==> src/rtl/ref_sel_pkg.sv <==
package ref_sel_pkg;
  typedef enum logic [1:0] {
    ST_LOCK = 2'b00,
    ST_MINI = 2'b01,
    ST_HOLD = 2'b10
  } loop_st_e;
endpackage

==> src/rtl/ref_sel_force_dec.sv <==
module ref_sel_force_dec #(
  parameter int N_IN  = 8,
  parameter int IDX_W = 3
) (
  input  logic [3:0]       force_i,
  output logic             act_o,
  output logic [IDX_W-1:0] slot_o
);
  int idx;
  always_comb begin
    case (force_i)
      4'd1, 4'd2, 4'd3, 4'd4, 4'd5, 4'd6: idx = int'(force_i) - 1;
      4'd8, 4'd9:                         idx = int'(force_i) - 2;
      default:                            idx = -1;
    endcase
    act_o  = (idx >= 0) && (idx < N_IN);
    slot_o = act_o ? IDX_W'(idx) : '0;
  end
endmodule

==> src/rtl/ref_sel_prio_pick.sv <==
module ref_sel_prio_pick #(
  parameter int N_IN   = 8,
  parameter int PRIO_W = 4,
  parameter int IDX_W  = 3
) (
  input  logic [N_IN-1:0]        valid_i,
  input  logic [N_IN*PRIO_W-1:0] prio_i,
  output logic                   found_o,
  output logic [IDX_W-1:0]       idx_o
);
  logic [PRIO_W-1:0] prio_a [N_IN];
  logic [N_IN-1:0]   cand;

  for (genvar g = 0; g < N_IN; g++) begin : g_slot
    assign prio_a[g] = prio_i[g*PRIO_W +: PRIO_W];
    assign cand[g]   = valid_i[g] && (prio_a[g] != '0);
  end

  logic [PRIO_W-1:0] best;
  always_comb begin
    found_o = 1'b0;
    idx_o   = '0;
    best    = '1;
    // strict compare keeps the lower index on ties
    for (int i = 0; i < N_IN; i++) begin
      if (cand[i] && (!found_o || prio_a[i] < best)) begin
        found_o = 1'b1;
        best    = prio_a[i];
        idx_o   = IDX_W'(i);
      end
    end
  end
endmodule

==> src/rtl/ref_sel_loop_state.sv <==
module ref_sel_loop_state
  import ref_sel_pkg::*;
(
  input  logic     clk_i,
  input  logic     rst_ni,
  input  logic     short_flt_i,
  input  logic     long_flt_i,
  input  logic     ref_good_i,
  output loop_st_e st_o
);
  loop_st_e st_d;
  always_comb begin
    if (long_flt_i)       st_d = ST_HOLD;
    else if (short_flt_i) st_d = ST_MINI;
    else if (ref_good_i)  st_d = ST_LOCK;
    else                  st_d = ST_HOLD;
  end

  always_ff @(posedge clk_i or negedge rst_ni) begin
    if (!rst_ni) st_o <= ST_HOLD;
    else         st_o <= st_d;
  end
endmodule

==> src/rtl/ref_clk_selector.sv <==
module ref_clk_selector
  import ref_sel_pkg::*;
#(
  parameter int N_IN   = 8,
  parameter int PRIO_W = 4,
  localparam int IDX_W = $clog2(N_IN)
) (
  input  logic                   clk_i,
  input  logic                   rst_ni,
  input  logic [N_IN-1:0]        valid_i,
  input  logic [N_IN*PRIO_W-1:0] prio_i,
  input  logic                   revert_i,
  input  logic [3:0]             force_i,
  input  logic                   short_flt_i,
  input  logic                   long_flt_i,
  output logic [IDX_W-1:0]       sel_idx_o,
  output logic                   ref_ok_o,
  output logic [1:0]             loop_st_o
);
  logic             f_act;
  logic [IDX_W-1:0] f_slot;
  logic             best_found;
  logic [IDX_W-1:0] best_idx;
  logic [IDX_W-1:0] sel_q, sel_d;
  logic             ok_q, ok_d;
  loop_st_e         st;

  ref_sel_force_dec #(.N_IN(N_IN), .IDX_W(IDX_W)) u_dec (
    .force_i (force_i),
    .act_o   (f_act),
    .slot_o  (f_slot)
  );

  ref_sel_prio_pick #(.N_IN(N_IN), .PRIO_W(PRIO_W), .IDX_W(IDX_W)) u_pick (
    .valid_i (valid_i),
    .prio_i  (prio_i),
    .found_o (best_found),
    .idx_o   (best_idx)
  );

  logic [PRIO_W-1:0] cur_prio;
  logic              cur_valid, cur_usable, fault;
  assign cur_prio   = prio_i[sel_q*PRIO_W +: PRIO_W];
  assign cur_valid  = valid_i[sel_q];
  assign cur_usable = ok_q && cur_valid && (cur_prio != '0);
  assign fault      = short_flt_i || long_flt_i;

  always_comb begin
    sel_d = sel_q;
    ok_d  = ok_q;
    if (!fault) begin
      if (f_act) begin
        // override: only the forced slot may ever be chosen
        if (valid_i[f_slot] && (revert_i || !cur_usable)) begin
          sel_d = f_slot;
          ok_d  = 1'b1;
        end
      end else if (best_found && (revert_i || !cur_usable)) begin
        sel_d = best_idx;
        ok_d  = 1'b1;
      end
    end
  end

  always_ff @(posedge clk_i or negedge rst_ni) begin
    if (!rst_ni) begin
      sel_q <= '0;
      ok_q  <= 1'b0;
    end else begin
      sel_q <= sel_d;
      ok_q  <= ok_d;
    end
  end

  ref_sel_loop_state u_state (
    .clk_i       (clk_i),
    .rst_ni      (rst_ni),
    .short_flt_i (short_flt_i),
    .long_flt_i  (long_flt_i),
    .ref_good_i  (ok_q && cur_valid),
    .st_o        (st)
  );

  assign sel_idx_o = sel_q;
  assign ref_ok_o  = ok_q;
  assign loop_st_o = st;
endmodule

==> config.mk <==
export PLATFORM = sky130hd
export DESIGN_NAME = ref_clk_selector
export DESIGN_NICKNAME = d
export VERILOG_FILES = /design/src/rtl/ref_sel_pkg.sv /design/src/rtl/ref_sel_force_dec.sv /design/src/rtl/ref_sel_prio_pick.sv /design/src/rtl/ref_sel_loop_state.sv /design/src/rtl/ref_clk_selector.sv
export SDC_FILE = /design/constraint.sdc
export NUM_CORES = 1
export LEC_CHECK = 0
export BUFFER_PORTS_ARGS = -buffer_cell sky130_fd_sc_hd__buf_2
export CAP_MARGIN = 10
export CELL_PAD_IN_SITES_DETAIL_PLACEMENT = 1
export CELL_PAD_IN_SITES_GLOBAL_PLACEMENT = 1
export CORE_MARGIN = 4
export CORE_UTILIZATION = 41
export CTS_CLUSTER_SIZE = 20
export DETAILED_ROUTE_END_ITERATION = 8
export GPL_TIMING_DRIVEN = 0
export HOLD_SLACK_MARGIN = 0.08
export PLACE_DENSITY = 0.86
export SYNTH_ARGS = -nofsm -noshare
export SYNTH_HDL_FRONTEND = slang
export SYNTH_HIERARCHICAL = 1
export SYNTH_SLANG_ARGS = --single-unit
==> constraint.sdc <==
create_clock -name clk_i -period 2.5 [get_ports clk_i]
set_input_delay 0.375 -clock clk_i [delete_from_list [all_inputs] [get_ports clk_i]]
set_output_delay 0.375 -clock clk_i [all_outputs]
set_load 0.02 [all_outputs]
-- Word-level counts from Yosys, hierarchy flattened
Index checks and enable logic that the tools add are counted.
- register bits: 6
- input port bits: 49
- output and inout bits: 6
- add/sub/neg operators: 2
- $lt $le $gt $ge: 11
- eq/ne operators: 9
- shift-type cells: 1
- muxes and demuxes: 37
- bitwise gates (word level): 1
- reduce and logical (&&, ||, !) cells: 50
- operators by type and width (kind ; number):
    case mux 32 bit (2 select lines) ; 1
    nonzero test 4 bit ; 9
    greater-or-equal comparator 32 x 1 -> 1 bit, second input constant ; 1
    less-than comparator 32 x 5 -> 1 bit, second input constant ; 1
    variable part select 32 x 6 -> 4 bit ; 1
    less-than comparator 4 bit ; 7
    2-to-1 mux 4 bit ; 7
    2-to-1 mux 3 bit ; 8
    logical AND 1 bit ; 20
    2-to-1 mux 1 bit ; 14
    equality test 4 x 3 -> 1 bit, second input constant ; 3
    2-to-1 mux 2 bit ; 5
    logical OR 1 bit ; 9
    equality test 4 x 2 -> 1 bit, second input constant ; 2
    equality test 4 bit, second input constant ; 2
    logical NOT 1 bit ; 8
    less-than comparator 3 x 4 -> 1 bit, second input constant ; 2
    binary-select mux 1 bit (select 3 bit) ; 2
    OR reduction 6 bit ; 1
    subtractor 4 x 1 -> 5 bit, second input constant ; 1
    subtractor 4 x 2 -> 5 bit, second input constant ; 1
    equality test 4 x 1 -> 1 bit, second input constant ; 1
    AND reduction 3 bit ; 1
    != test 2 x 1 -> 1 bit, second input constant ; 1
    other kinds (3) ; 3

-- Depth between registers and ports, before layout
Gate-level depths: netlist (run 1).
- word-level depth: 34
- depth in mapped cells: 63

-- Cells and area by module
Netlist (run 1), hierarchy kept.
- by module, submodules not included (module ; instances ; cells an instance ; area an instance (µm²)):
    ref_sel_prio_pick ; 1 ; 213 ; 1644.1
    ref_clk_selector ; 1 ; 52 ; 508.0
    ref_sel_force_dec ; 1 ; 24 ; 202.7
    ref_sel_loop_state ; 1 ; 4 ; 65.1

-- Worst setup path after synthesis (run 1)
OpenSTA, ideal clock, no wires.
- path type: in2reg
- start point: in prio_i[0]
- end point: reg sel_q[2], in the netlist sel_idx_o[2]
- setup time: 139 ps
- data arrival time: 10564 ps
- required time: 2361 ps
- path slack: -8203 ps
- stages on the path: 61
- buffers on the path: 3
- cells stage by stage: buf_6 o41ai_2 nor2_1 ha_1 and3b_1 nor2_1 o21bai_2 o21bai_4 a21oi_1 inv_1 ha_1 a31oi_1 o21a_2 nand2_4 mux2i_1 ha_1 nand2_1 a311oi_1 [... 25 more ...] nor2_1 nor2_1 o2111ai_1 a21o_2 nand3_1 mux2_2 ha_1 o21a_1 nor2_1 a21oi_1 a21oi_1 and2_1 o211ai_1 a21oi_1 a311oi_4 or4b_1 mux2i_1 a31oi_1
- RTL lines (what ; RTL line ; RTL):
    from (decl) ; ref_clk_selector.sv:11 ; input logic [N_IN*PRIO_W-1:0] prio_i,
    nonzero test 4 bit ; ref_sel_prio_pick.sv:16 ; assign cand[g] = valid_i[g] && (prio_a[g] != '0);
    logical AND 1 bit ; ref_sel_prio_pick.sv:16 ;
    2-to-1 mux 4 bit / 2-to-1 mux 1 bit (equally long branches) ; ref_sel_prio_pick.sv:26 ; if (cand[i] && (!found_o || prio_a[i] < best)) begin
    less-than comparator 4 bit / logical NOT 1 bit (equally long branches) ; ref_sel_prio_pick.sv:26 ;
    logical OR 1 bit ; ref_sel_prio_pick.sv:26 ;
    logical AND 1 bit ; ref_sel_prio_pick.sv:26 ;
    2-to-1 mux 4 bit / 2-to-1 mux 1 bit (equally long branches) ; ref_sel_prio_pick.sv:26 ;
    less-than comparator 4 bit / logical NOT 1 bit (equally long branches) ; ref_sel_prio_pick.sv:26 ;
    [... 18 more ...] ; -- ;
    2-to-1 mux 4 bit / 2-to-1 mux 1 bit (equally long branches) ; ref_sel_prio_pick.sv:26 ;
    less-than comparator 4 bit / logical NOT 1 bit (equally long branches) ; ref_sel_prio_pick.sv:26 ;
    logical OR 1 bit ; ref_sel_prio_pick.sv:26 ;
    logical AND 1 bit ; ref_sel_prio_pick.sv:26 ;
    2-to-1 mux 3 bit (*) ; ref_sel_prio_pick.sv:26 ;
    via best_idx[2] ; ref_clk_selector.sv:23 ; logic [IDX_W-1:0] best_idx;
    2-to-1 mux 3 bit (*) ; ref_clk_selector.sv:58 ; end else if (best_found && (revert_i || !cur_usable)) begin
    2-to-1 mux 3 bit (*) ; ref_clk_selector.sv:52 ; if (f_act) begin
    to (signal assigned) ; ref_clk_selector.sv:70 ; sel_q <= sel_d;
    to (decl) ; ref_clk_selector.sv:24 ; logic [IDX_W-1:0] sel_q, sel_d;
The timed path passes the listed nets; every way through them passes the cells marked *. The select of a mux whose other input is x is not followed.
A chain may end at the register's enable or synchronous reset.

-- Worst setup path in the final report (run 1)
Same ends and word-level chain as after synthesis.

==> load_flow_metrics.sql, run 1 <==
INSERT INTO impl_metrics (metric_group, metric, value, unit) VALUES
('drt', 'dr.pass1.iters', '7', ''),
('timing', 'clock_skew', '3.240', 'ps'),
('layout', 'layout.area.seq', '151.4', 'µm²'),
('layout', 'drive_above_1_share', '54.86', '%'),
('drt', 'wirelength', '13230', 'µm'),
('clock_network', 'numClockSinks', '6', ''),
('die', 'initial_core_util', '43.15', '%'),
('die', 'dieHeight', '84.83', 'µm'),
('drt', 'topRoutingLayerUsed', 'met4', ''),
('timing', 'setup_violations', '4', ''),
('layout', 'multi_input_gate_area', '2537', 'µm²'),
('hold_path', 'hp-class', 'input pin to flip-flop', ''),
('logic_synthesis', 'syn_avg_cell_area', '8.259', 'µm²'),
('logic_synthesis', 'postSynth.topFlopCell', 'dfrtp_1', ''),
('timing', 'final.setup.tns', '-24090', 'ps'),
('die', 'fp.coreArea', '5608', 'µm²'),
('worst_setup_path', 'launching_element_type_of_the_critical_path', 'input pin', ''),
('placement', 'portBuffers', '54', ''),
('grt', 'grt_usage', '29.29', '%'),
('logic_synthesis', 'synth_enable_flop_cells', '0', ''),
('worst_setup_path', 'max_incr_delay_on_cp', '470', 'ps'),
('logic_synthesis', 'syn_nets', '359', ''),
('die', 'top_level_ports', '55', ''),
('drt', 'post_drt_wl_per_cell', '27.98', 'µm'),
('grt', 'grt_first_pass_wirelength', '17240', 'µm'),
('timing', 'final_max_slew_viol_count', '0', ''),
('worst_setup_path', 'critical_path.max_fanout', '4', ''),
('outcome', 'status', 'complete, but fails checks', ''),
('drt', 'mean_number_of_vias_per_cell', '7.175', ''),
('timing', 'final_min_period_over_clock_period', '414.7', '%'),
('power_and_ir_drop', 'ir_drop', '0.0004296', 'V'),
('layout', 'final_cell_area', '3667', 'µm²'),
('clock_network', 'cts_root_buffer', 'clkbuf_8', ''),
('worst_setup_path', 'worst-endpoint-arrival', '10450', 'ps'),
('worst_setup_path', 'kind_of_critical_path', 'input pin to flip-flop', ''),
('worst_setup_path', 'crit_slowest_cell', 'or4b_1', ''),
('clock_network', 'numCtsBuffers', '3', ''),
('clock_network', 'clock_tree_from_tritoncts', 'built', ''),
('power_and_ir_drop', 'powerDensity', '579.4', 'nW/µm²'),
('layout', 'layout.filler_cells', '645', ''),
('power_and_ir_drop', 'total_power', '2.125', 'mW'),
('clock_network', 'path_clk_slew', '40', 'ps'),
('grt', 'grt_pass1_vias', '3288', ''),
('worst_setup_path', 'timing.critical_path.required', '2580', 'ps'),
('placement', 'place_congestion', '0.8856', ''),
('clock_network', 'clock_tree.htree_level_count', '1', ''),
('die', 'die_area', '7195', 'µm²'),
('grt', 'initial_antenna_violation_count', '0', ''),
('drt', 'drc_errors', '0', ''),
('run', 'max-cap-violations', '0', ''),
('timing', 'rsz_0062_raised_after_global_routing', 'true', ''),
('outcome', 'failed_checks', 'setup timing', ''),
('layout', 'flow.area_growth_from_synthesis', '51.55', '%'),
('placement', 'placed_area', '2892', 'µm²'),
('drt', 'drt-met1-wl', '4731', 'µm'),
('timing', 'timing.final.ws_setup', '-7866', 'ps'),
('logic_synthesis', 'post_synth_num_cell_types', '89', ''),
('layout', 'num-nets-final', '468', ''),
('power_and_ir_drop', 'p_leak', '1.530', 'nW'),
('logic_synthesis', 'synth_sequential_area_ratio', '6.256', '%'),
('timing', 'fin_hold_ws', '369.6', 'ps'),
('timing', 'timing.slew.headroom', '17.48', '%'),
('timing', 'worstMarginPinSlew', '1222', 'ps'),
('die', 'floorplan.rows', '27', ''),
('grt', 'grt_start_max_net_pins', '11', ''),
('placement', 'place.detailed.hpwl', '6708', 'µm'),
('logic_synthesis', 'synth.cell_area', '2420', 'µm²'),
('logic_synthesis', 'synth_seq_cells', '6', ''),
('drt', 'detail-route-antenna-nets', '0', ''),
('timing', 'final_period_minus_worst_setup_slack', '10370', 'ps'),
('drt', 'met3_length', '1207', 'µm');
-- cell usage in the layout (no fill, tap or decap), drive strengths merged, types with 4 or more instances in the layout --
| cell type | count |
|---|---|
| nand3b | 4 |
| or3 | 4 |
| mux2 | 7 |
| nor2 | 23 |
| o2111ai | 4 |
| buf | 113 |
| a31oi | 5 |
| mux2i | 13 |
| a21oi | 15 |
| o32ai | 4 |
| o211ai | 7 |
| ha | 17 |
| nor3 | 6 |
| nor4 | 9 |
| inv | 21 |
| o21a | 8 |
| o22ai | 6 |
| mux4 | 5 |
| and2 | 5 |
| nand3 | 6 |
| nor2b | 5 |
| clkbuf | 4 |
| o21bai | 4 |
| dfrtp | 5 |
| nand2 | 21 |
| nand2b | 4 |
| o41ai | 9 |
| o21ai | 14 |
-- stage by stage --
| step | std cells | util [%] |
|---|---|---|
| 6_report | 473 | 65.39 |
| 5_1_grt | 473 | 65.39 |
| 4_1_cts | 451 | 61.16 |
| 3_5_place_dp | 419 | 51.56 |
| 3_3_place_gp | 419 | 51.56 |
| 2_1_floorplan | 293 | - |
-- final timing paths --
| path | cells after the start | slack (ps) | start | to |
|---|---|---|---|---|
| setup / recovery | 59 | -7870 | prio_i[0] | sel_idx_o[2] |
| hold / removal | 2 | 370 | long_flt_i | u_state/st_o[0] |
| setup reg to reg | 6 | 190 | sel_idx_o[0] | sel_idx_o[1] |
| hold reg to reg | 1 | 530 | ref_ok_o | ref_ok_o |
| max in group asynchronous | 2 | 1750 | rst_ni | u_state/st_o[1] |
| min in group asynchronous | 2 | 520 | rst_ni | ref_ok_o |
-- flip-flops by register name, summed over array words and instances, names as in the netlist --
register      flops
sel_idx_o         3
u_state/st_o      2
ref_ok_o          1
-- cells by family (layout without fill, tap and decap cells) --
family                   after synthesis  in the layout  share of synthesized area (%)
multiplexers                          25             25                          14.43
flip-flops                             6              6                          6.257
AND/OR/NAND/NOR                      106            106                          24.97
AO/OA/AOI/OAI                        104            104                          36.71
adder cells (fa/ha/maj)               17             17                          8.790
buffers and inverters                 31            139                          6.618
XOR/XNOR                               4              4                          2.224
-- where the power goes --
group          switching (mW)  internal, mW  total, mW
registers              0.0301         0.130      0.161
logic                   0.992         0.812       1.80
clock network          0.0498         0.110      0.160
-- cells in the mapped netlist (4+ instances only) --
cell | instances | area [µm²]
o22ai_1 | 5 | 31.28
o21a_1 | 7 | 52.55
o41ai_1 | 8 | 70.07
nor2_1 | 23 | 86.33
nand3_1 | 6 | 30.03
mux2_2 | 5 | 56.30
a31oi_1 | 4 | 25.02
mux2i_1 | 12 | 120.1
o211ai_1 | 6 | 45.04
o32ai_1 | 4 | 35.03
a21oi_1 | 15 | 75.07
dfrtp_1 | 5 | 125.1
ha_1 | 17 | 212.7
nand2b_1 | 4 | 25.02
inv_1 | 21 | 78.83
nand2_1 | 20 | 75.07
buf_6 | 5 | 56.30
nor4_1 | 9 | 56.30
nand3b_1 | 4 | 30.03
nor2b_1 | 5 | 31.28
nor3_1 | 5 | 25.02
o21ai_0 | 12 | 60.06
-- timing repair --
action | CTS | global route
pin swaps | 37 | 41
setup buffers | 31 | 24
endpoints found under the hold margin | 5 | 0
gates resized for setup | 61 | 20
setup endpoints to repair | 4 | 4
hold buffers | 1 | 0
-- layer usage --
layer,up-vias,track usage (%)
li1,1377,-
met1,1610,35.07
met2,292,51.60
met3,115,4.078
met4,0,13.38
met5,-,0
-- final cells by class --
cell class	instances	area share, %
Clock buffer	4	1.228
Multi-Input combinational cell	256	69.19
Timing Repair Buffer	109	19.89
Sequential cell	6	4.128
Inverter	21	2.149
Buffer	5	0.9553
Tap cell	72	2.456
-- worst max-delay path, delay by kind of cell --
| family | cells | cell delay [ps] |
|---|---|---|
| muxes | 6 | 1260 |
| adders and majority gates | 7 | 1840 |
| buffers and inverters | 5 | 420 |
| and+or+nand+nor | 16 | 2000 |
| AOI/OAI and AO/OA | 25 | 4500 |
(Power assumes the default switching activity.)
==> inputs of run 2 (changes only) <==
BUFFER_PORTS_ARGS = -buffer_cell sky130_fd_sc_hd__buf_4   (was -buffer_cell sky130_fd_sc_hd__buf_2)
CORE_UTILIZATION = 30   (was 41)
PLACE_DENSITY = 0.67   (was 0.86)
==> run 2 against run 1 <==
Compared with the run above: the flow still finishes with violations (setup timing); die area rose by 33%; sequential power barely moved; global-route usage fell by 13 points; design area rose by 5.8%; worst setup slack improved by 400 ps; clock skew barely moved; hold slack got worse by 42 ps; critical path depth fell by 3; register-to-register slack improved by 210 ps; highest routed layer unchanged.
==> load_flow_metrics.sql, run 2 (synthesized netlist as in run 1, its figures left out) <==
INSERT INTO impl_metrics (metric_group, metric, value, unit) VALUES
('outcome', 'status', 'complete, but fails checks', ''),
('outcome', 'failed_checks', 'setup timing', ''),
('timing', 'final_max_slew_viol_count', '0', ''),
('layout', 'drive_above_1_share', '54.73', '%'),
('power_and_ir_drop', 'p_leak', '1.583', 'nW'),
('worst_setup_path', 'critical_path.top_delay_family', 'compound AO/OA/AOI/OAI gates', ''),
('power_and_ir_drop', 'switching_share', '45.27', '%'),
('worst_setup_path', 'crit_slowest_cell', 'or4b_1', ''),
('worst_setup_path', 'critical_path.max_fanout', '4', ''),
('clock_network', 'worst_skew_pair.late_latency', '220', 'ps'),
('die', 'dieHeight', '97.81', 'µm'),
('clock_network', 'cts.path.max_buffers', '2', ''),
('clock_network', 'numCtsBuffers', '3', ''),
('layout', 'multi_input_gate_area', '2580', 'µm²'),
('timing', 'timing.final.ws_setup', '-7470', 'ps'),
('layout', 'layout.cells.most_common_list', 'buf_4, nand2_1, inv_1, nor2_1, ha_4', ''),
('die', 'initial_core_util', '31.15', '%'),
('worst_setup_path', 'path_buf_inv', '5', ''),
('worst_setup_path', 'worst-endpoint-arrival', '10060', 'ps'),
('worst_setup_path', 'max_incr_delay_on_cp', '450', 'ps'),
('grt', 'grt_usage', '16.66', '%'),
('power_and_ir_drop', 'seq_power_share', '8.1', '%'),
('timing', 'clock_skew', '3.528', 'ps'),
('grt', 'grt_start_max_net_pins', '11', ''),
('timing', 'final.setup.tns', '-22310', 'ps'),
('placement', 'place_inst', '449', ''),
('layout', 'layout.filler_cells', '911', ''),
('layout', 'fin_cells', '504', ''),
('grt', 'initial_antenna_violation_count', '0', ''),
('drt', 'post_drt_wl_per_cell', '18.31', 'µm'),
('power_and_ir_drop', 'cell_internal_power', '1.079', 'mW'),
('placement', 'portBuffers', '54', ''),
('die', 'floorplan.rows', '32', ''),
('drt', 'drt_first_iter_violations', '68', ''),
('drt', 'dr.pass1.iters', '4', ''),
('hold_path', 'hp-class', 'input pin to flip-flop', ''),
('clock_network', 'clock_tree_from_tritoncts', 'built', ''),
('power_and_ir_drop', 'total_power', '1.971', 'mW'),
('clock_network', 'path_clk_slew', '30', 'ps'),
('layout', 'post-route-util', '49.94', '%'),
('layout', 'num-nets-final', '469', ''),
('drt', 'detail-route-antenna-nets', '0', ''),
('worst_setup_path', 'timing.critical_path.required', '2590', 'ps'),
('timing', 'final_min_period_over_clock_period', '398.8', '%'),
('worst_setup_path', 'launching_element_type_of_the_critical_path', 'input pin', ''),
('timing', 'setup_violations', '4', ''),
('power_and_ir_drop', 'clock_power_share', '7.5', '%'),
('layout', 'number_of_flip_flops_under_the_largest_register_name', '3', ''),
('die', 'chipWidth', '97.81', 'µm'),
('clock_network', 'numClockSinks', '6', ''),
('clock_network', 'cts_root_buffer', 'clkbuf_8', ''),
('timing', 'final_period_minus_worst_setup_slack', '9970', 'ps'),
('drt', 'wirelength', '9227', 'µm'),
('layout', 'num_antenna_cells', '0', ''),
('run', 'max-cap-violations', '0', ''),
('worst_setup_path', 'kind_of_critical_path', 'input pin to flip-flop', ''),
('die', 'top_level_ports', '55', ''),
('layout', 'layout.area.seq', '151.4', 'µm²'),
('layout', 'leading_cell_type_in_the_layout_fill_and_taps_excluded', 'buf_4', ''),
('clock_network', 'clock_tree.htree_level_count', '1', ''),
('power_and_ir_drop', 'ir_drop', '0.0001953', 'V'),
('drt', 'vias', '2875', ''),
('power_and_ir_drop', 'power_frac_comb', '84.4', '%'),
('grt', 'grt_pass1_vias', '2839', ''),
('power_and_ir_drop', 'power_switching', '892.4', 'µW'),
('layout', 'final_cell_area', '3879', 'µm²'),
('layout', 'flow.area_growth_from_synthesis', '60.29', '%'),
('timing', 'final-hold-violation-count', '0', ''),
('drt', 'mean_number_of_vias_per_cell', '5.704', ''),
('placement', 'place.detailed.hpwl', '6481', 'µm'),
('timing', 'achievable-frequency', '0.1003', 'GHz'),
('die', 'die_area', '9567', 'µm²'),
('power_and_ir_drop', 'powerDensity', '508.3', 'nW/µm²'),
('placement', 'placed_area', '3064', 'µm²'),
('grt', 'total_grt_overflow', '0', ''),
('grt', 'grt_first_pass_wirelength', '13650', 'µm'),
('worst_setup_path', 'crit_path_frequent_cell', 'ha_4', ''),
('worst_setup_path', 'endpoint_kind', 'flip-flop', ''),
('placement', 'place_congestion', '0.8443', ''),
('die', 'fp.coreArea', '7767', 'µm²'),
('drt', 'drc_errors', '0', ''),
('timing', 'timing.slew.headroom', '31.19', '%'),
('timing', 'worstMarginPinSlew', '1019', 'ps'),
('timing', 'rsz_0062_raised_after_global_routing', 'true', '');
[run 2: stage by stage]
step	setup slack, ps	hold WS, ps
after detailed placement	-8898	183.0
after floorplan	-7607	79.41
after CTS	-7699	321.2
after global routing	-7948	322.4
after global placement	-8813	181.7
final	-7470	328.0
[run 2: power groups by stage]
stage / Combinational (mW) / Sequential, mW / Clock (mW)
floorplan: 0.872 / 0.191 / 0
global placement: 1.23 / 0.157 / 0
detailed placement: 1.25 / 0.159 / 0
CTS: 1.51 / 0.157 / 0.151
global route: 1.81 / 0.161 / 0.159
finish: 1.66 / 0.159 / 0.149
[run 2: final cells by class]
| type | count | share of cell area [%] |
|---|---|---|
| Tap cell | 102 | 3.290 |
| Sequential cell | 6 | 3.903 |
| Timing Repair Buffer | 110 | 22.19 |
| Buffer | 5 | 0.9032 |
| Multi-Input combinational cell | 256 | 66.52 |
| Clock buffer | 4 | 1.161 |
| Inverter | 21 | 2.032 |
[run 2: what timing repair did]
item,4_1_cts,5_1_grt
pin swaps,42,37
hold buffers,1,0
setup buffers,33,22
gates cloned,0,0
gates resized for setup,53,23
endpoints found under the hold margin,5,0
endpoints found under the setup margin,4,4
[run 2: final timing paths]
path	depth (start not counted)	slack, ps	end	from
worst max-delay path	56	-7470	sel_idx_o[2]	prio_i[0]
worst min-delay path	2	330	u_state/st_o[0]	long_flt_i
worst max register to register	6	400	sel_idx_o[1]	sel_idx_o[0]
worst min register to register	1	520	ref_ok_o	ref_ok_o
max in group asynchronous	2	1790	u_state/st_o[1]	rst_ni
min in group asynchronous	2	510	sel_idx_o[1]	rst_ni
[run 2: routing by layer]
layer,up-vias,GRT usage [%],wire [µm]
li1,1378,-,-
met1,1405,22.08,4218
met2,82,29.57,4630
met3,10,1.286,278
met4,0,3.621,101
met5,-,0,0
==> inputs of run 3 (changes only) <==
MAX_ROUTING_LAYER = met4   (was unset)
==> run 3 against run 2 <==
Compared with the run above: the run still ends with setup timing left; routed wire length down 0.20%; sequential share of layout area unchanged; register-to-register slack about the same; cell count unchanged; core utilization unchanged; hold slack unchanged; via count down 0.28%; design area unchanged; global-route usage up 0.48 points; clock skew about the same; non-clock buffer count unchanged; sequential power about the same; largest power group unchanged.
==> load_flow_metrics.sql, run 3 (synthesized netlist as in run 1, its figures left out) <==
INSERT INTO impl_metrics (metric_group, metric, value, unit) VALUES
('timing', 'final-hold-violation-count', '0', ''),
('clock_network', 'path_clk_slew', '30', 'ps'),
('timing', 'timing.final.ws_setup', '-7469', 'ps'),
('layout', 'leading_cell_type_in_the_layout_fill_and_taps_excluded', 'buf_4', ''),
('grt', 'total_grt_overflow', '0', ''),
('placement', 'place_congestion', '0.8575', ''),
('hold_path', 'timing.hold.worst_path_depth', '2', ''),
('layout', 'number_of_flip_flops_under_the_largest_register_name', '3', ''),
('layout', 'post-route-util', '49.94', '%'),
('drt', 'dr.pass1.iters', '4', ''),
('drt', 'drt_first_iter_violations', '69', ''),
('die', 'die_area', '9567', 'µm²'),
('grt', 'grt_pass1_vias', '2836', ''),
('placement', 'portBuffers', '54', ''),
('die', 'chipWidth', '97.81', 'µm'),
('power_and_ir_drop', 'ir_drop', '0.0001949', 'V'),
('worst_setup_path', 'worst-endpoint-arrival', '10050', 'ps'),
('die', 'fp.coreArea', '7767', 'µm²'),
('layout', 'layout.filler_cells', '911', ''),
('timing', 'final_min_period_over_clock_period', '398.7', '%'),
('clock_network', 'numCtsBuffers', '3', ''),
('layout', 'flow.area_growth_from_synthesis', '60.29', '%'),
('worst_setup_path', 'timing.critical_path.required', '2590', 'ps'),
('placement', 'placed_area', '3064', 'µm²'),
('layout', 'fin_cells', '504', ''),
('clock_network', 'cts_root_buffer', 'clkbuf_8', ''),
('drt', 'mean_number_of_vias_per_cell', '5.688', ''),
('power_and_ir_drop', 'total_power', '1.970', 'mW'),
('die', 'dieHeight', '97.81', 'µm'),
('layout', 'num_antenna_cells', '0', ''),
('clock_network', 'numClockSinks', '6', ''),
('outcome', 'failed_checks', 'setup timing', ''),
('timing', 'worstMarginPinSlew', '1019', 'ps'),
('drt', 'post_drt_wl_per_cell', '18.27', 'µm'),
('timing', 'final_period_minus_worst_setup_slack', '9969', 'ps'),
('worst_setup_path', 'worst_r2r_endpoint', 'sel_idx_o[1]', ''),
('clock_network', 'clock_tree_from_tritoncts', 'built', ''),
('die', 'initial_core_util', '31.15', '%'),
('run', 'max-cap-violations', '0', ''),
('drt', 'drc_errors', '0', ''),
('worst_setup_path', 'reg2reg_depth', '6', ''),
('timing', 'final_max_slew_viol_count', '0', ''),
('power_and_ir_drop', 'p_leak', '1.583', 'nW'),
('timing', 'achievable-frequency', '0.1003', 'GHz'),
('hold_path', 'timing.hold.worst.start', 'long_flt_i', ''),
('grt', 'grt_start_max_net_pins', '11', ''),
('worst_setup_path', 'crit_slowest_cell', 'or4b_1', ''),
('timing', 'setup_violations', '4', ''),
('worst_setup_path', 'ff_to_ff_start', 'sel_idx_o[0]', ''),
('worst_setup_path', 'r2r_slack', '400', 'ps'),
('worst_setup_path', 'crit_path_frequent_cell', 'ha_4', ''),
('outcome', 'status', 'complete, but fails checks', ''),
('die', 'top_level_ports', '55', ''),
('drt', 'detail-route-antenna-nets', '0', ''),
('layout', 'num-nets-final', '469', ''),
('clock_network', 'clock_tree.htree_level_count', '1', ''),
('grt', 'grt_usage', '17.14', '%'),
('layout', 'layout.cells.most_common_list', 'buf_4, nand2_1, inv_1, nor2_1, ha_4', ''),
('worst_setup_path', 'critical_path.max_fanout', '4', ''),
('drt', 'vias', '2867', ''),
('timing', 'rsz_0062_raised_after_global_routing', 'true', ''),
('clock_network', 'cts.path.max_buffers', '2', ''),
('hold_path', 'hp-class', 'input pin to flip-flop', ''),
('worst_setup_path', 'worst_setup_path_startpoint', 'prio_i[0]', ''),
('drt', 'wirelength', '9209', 'µm'),
('placement', 'place.detailed.hpwl', '6481', 'µm'),
('worst_setup_path', 'endpoint_kind', 'flip-flop', ''),
('layout', 'final_cell_area', '3879', 'µm²'),
('timing', 'fin_hold_ws', '328.0', 'ps'),
('clock_network', 'worst_skew_pair.late_latency', '220', 'ps'),
('power_and_ir_drop', 'powerDensity', '508.0', 'nW/µm²'),
('worst_setup_path', 'kind_of_critical_path', 'input pin to flip-flop', ''),
('placement', 'place_inst', '449', ''),
('worst_setup_path', 'launching_element_type_of_the_critical_path', 'input pin', ''),
('grt', 'initial_antenna_violation_count', '0', ''),
('timing', 'clock_skew', '3.458', 'ps'),
('timing', 'timing.slew.headroom', '31.19', '%'),
('worst_setup_path', 'max_incr_delay_on_cp', '450', 'ps'),
('layout', 'drive_above_1_share', '54.73', '%'),
('grt', 'grt_first_pass_wirelength', '13630', 'µm'),
('die', 'floorplan.rows', '32', ''),
('hold_path', 'hold_critical_path_endpoint', 'u_state/st_o[0]', '');
==> run 3: cell counts in the layout (fill, tap and decap cells not counted) <==
No cell type changed its count.
==> run 3: worst max path at each step <==
stage,to,slack [ps],cells past startpoint
6_report,sel_idx_o[2],-7470,56
5_1_grt,sel_idx_o[2],-7950,57
4_1_cts,sel_idx_o[2],-7700,60
3_5_place_dp,sel_idx_o[2],-8900,62
3_3_place_gp,sel_idx_o[2],-8810,62
2_1_floorplan,sel_idx_o[2],-7610,59
==> run 3: layout make-up <==
class                      instances  area, µm²  area share [%]
clock buffer                       4      45.04           1.161
sequential                         6      151.4           3.903
buffer                             5      35.03          0.9032
multi-input combinational        256       2580           66.52
inverter                          21      78.83           2.032
timing repair buffer             110      860.8           22.19
tap                              102      127.6           3.290
==> run 3: layer usage <==
layer	share of wire (%)	track usage, %
met5	0	-
met4	1.1	3.621
met3	2.9	1.286
met2	50	29.57
met1	46	22.03
==> run 3: power by group <==
group / switching, mW / leakage (nW) / internal [mW]
logic: 0.824 / 1.49 / 0.839
registers: 0.0279 / 0.0668 / 0.130
clock network: 0.0391 / 0.0228 / 0.109
==> run 3: critical path, delay by kind of cell <==
kind / cells / cell delay (ps)
multiplexers: 5 / 1160
AO/OA/AOI/OAI: 26 / 4460
AND/OR/NAND/NOR: 13 / 1870
buffers and inverters: 5 / 410
adder cells (fa/ha/maj): 7 / 1780
==> run 3: what timing repair did <==
| action | 4_1_cts | 5_1_grt |
|---|---|---|
| buffers inserted | 33 | 22 |
| resized for setup | 53 | 23 |
| pin swaps | 42 | 37 |
| endpoints found under the hold margin | 5 | 0 |
| hold buffers | 1 | 0 |
| setup endpoints to repair | 4 | 4 |
==> run 3: metrics by stage <==
step | setup slack, ps | TNS [ps]
floorplan | -7607 | -22130
global placement | -8813 | -26450
detailed placement | -8898 | -26700
CTS | -7699 | -22650
global route | -7948 | -23870
finish | -7469 | -22310
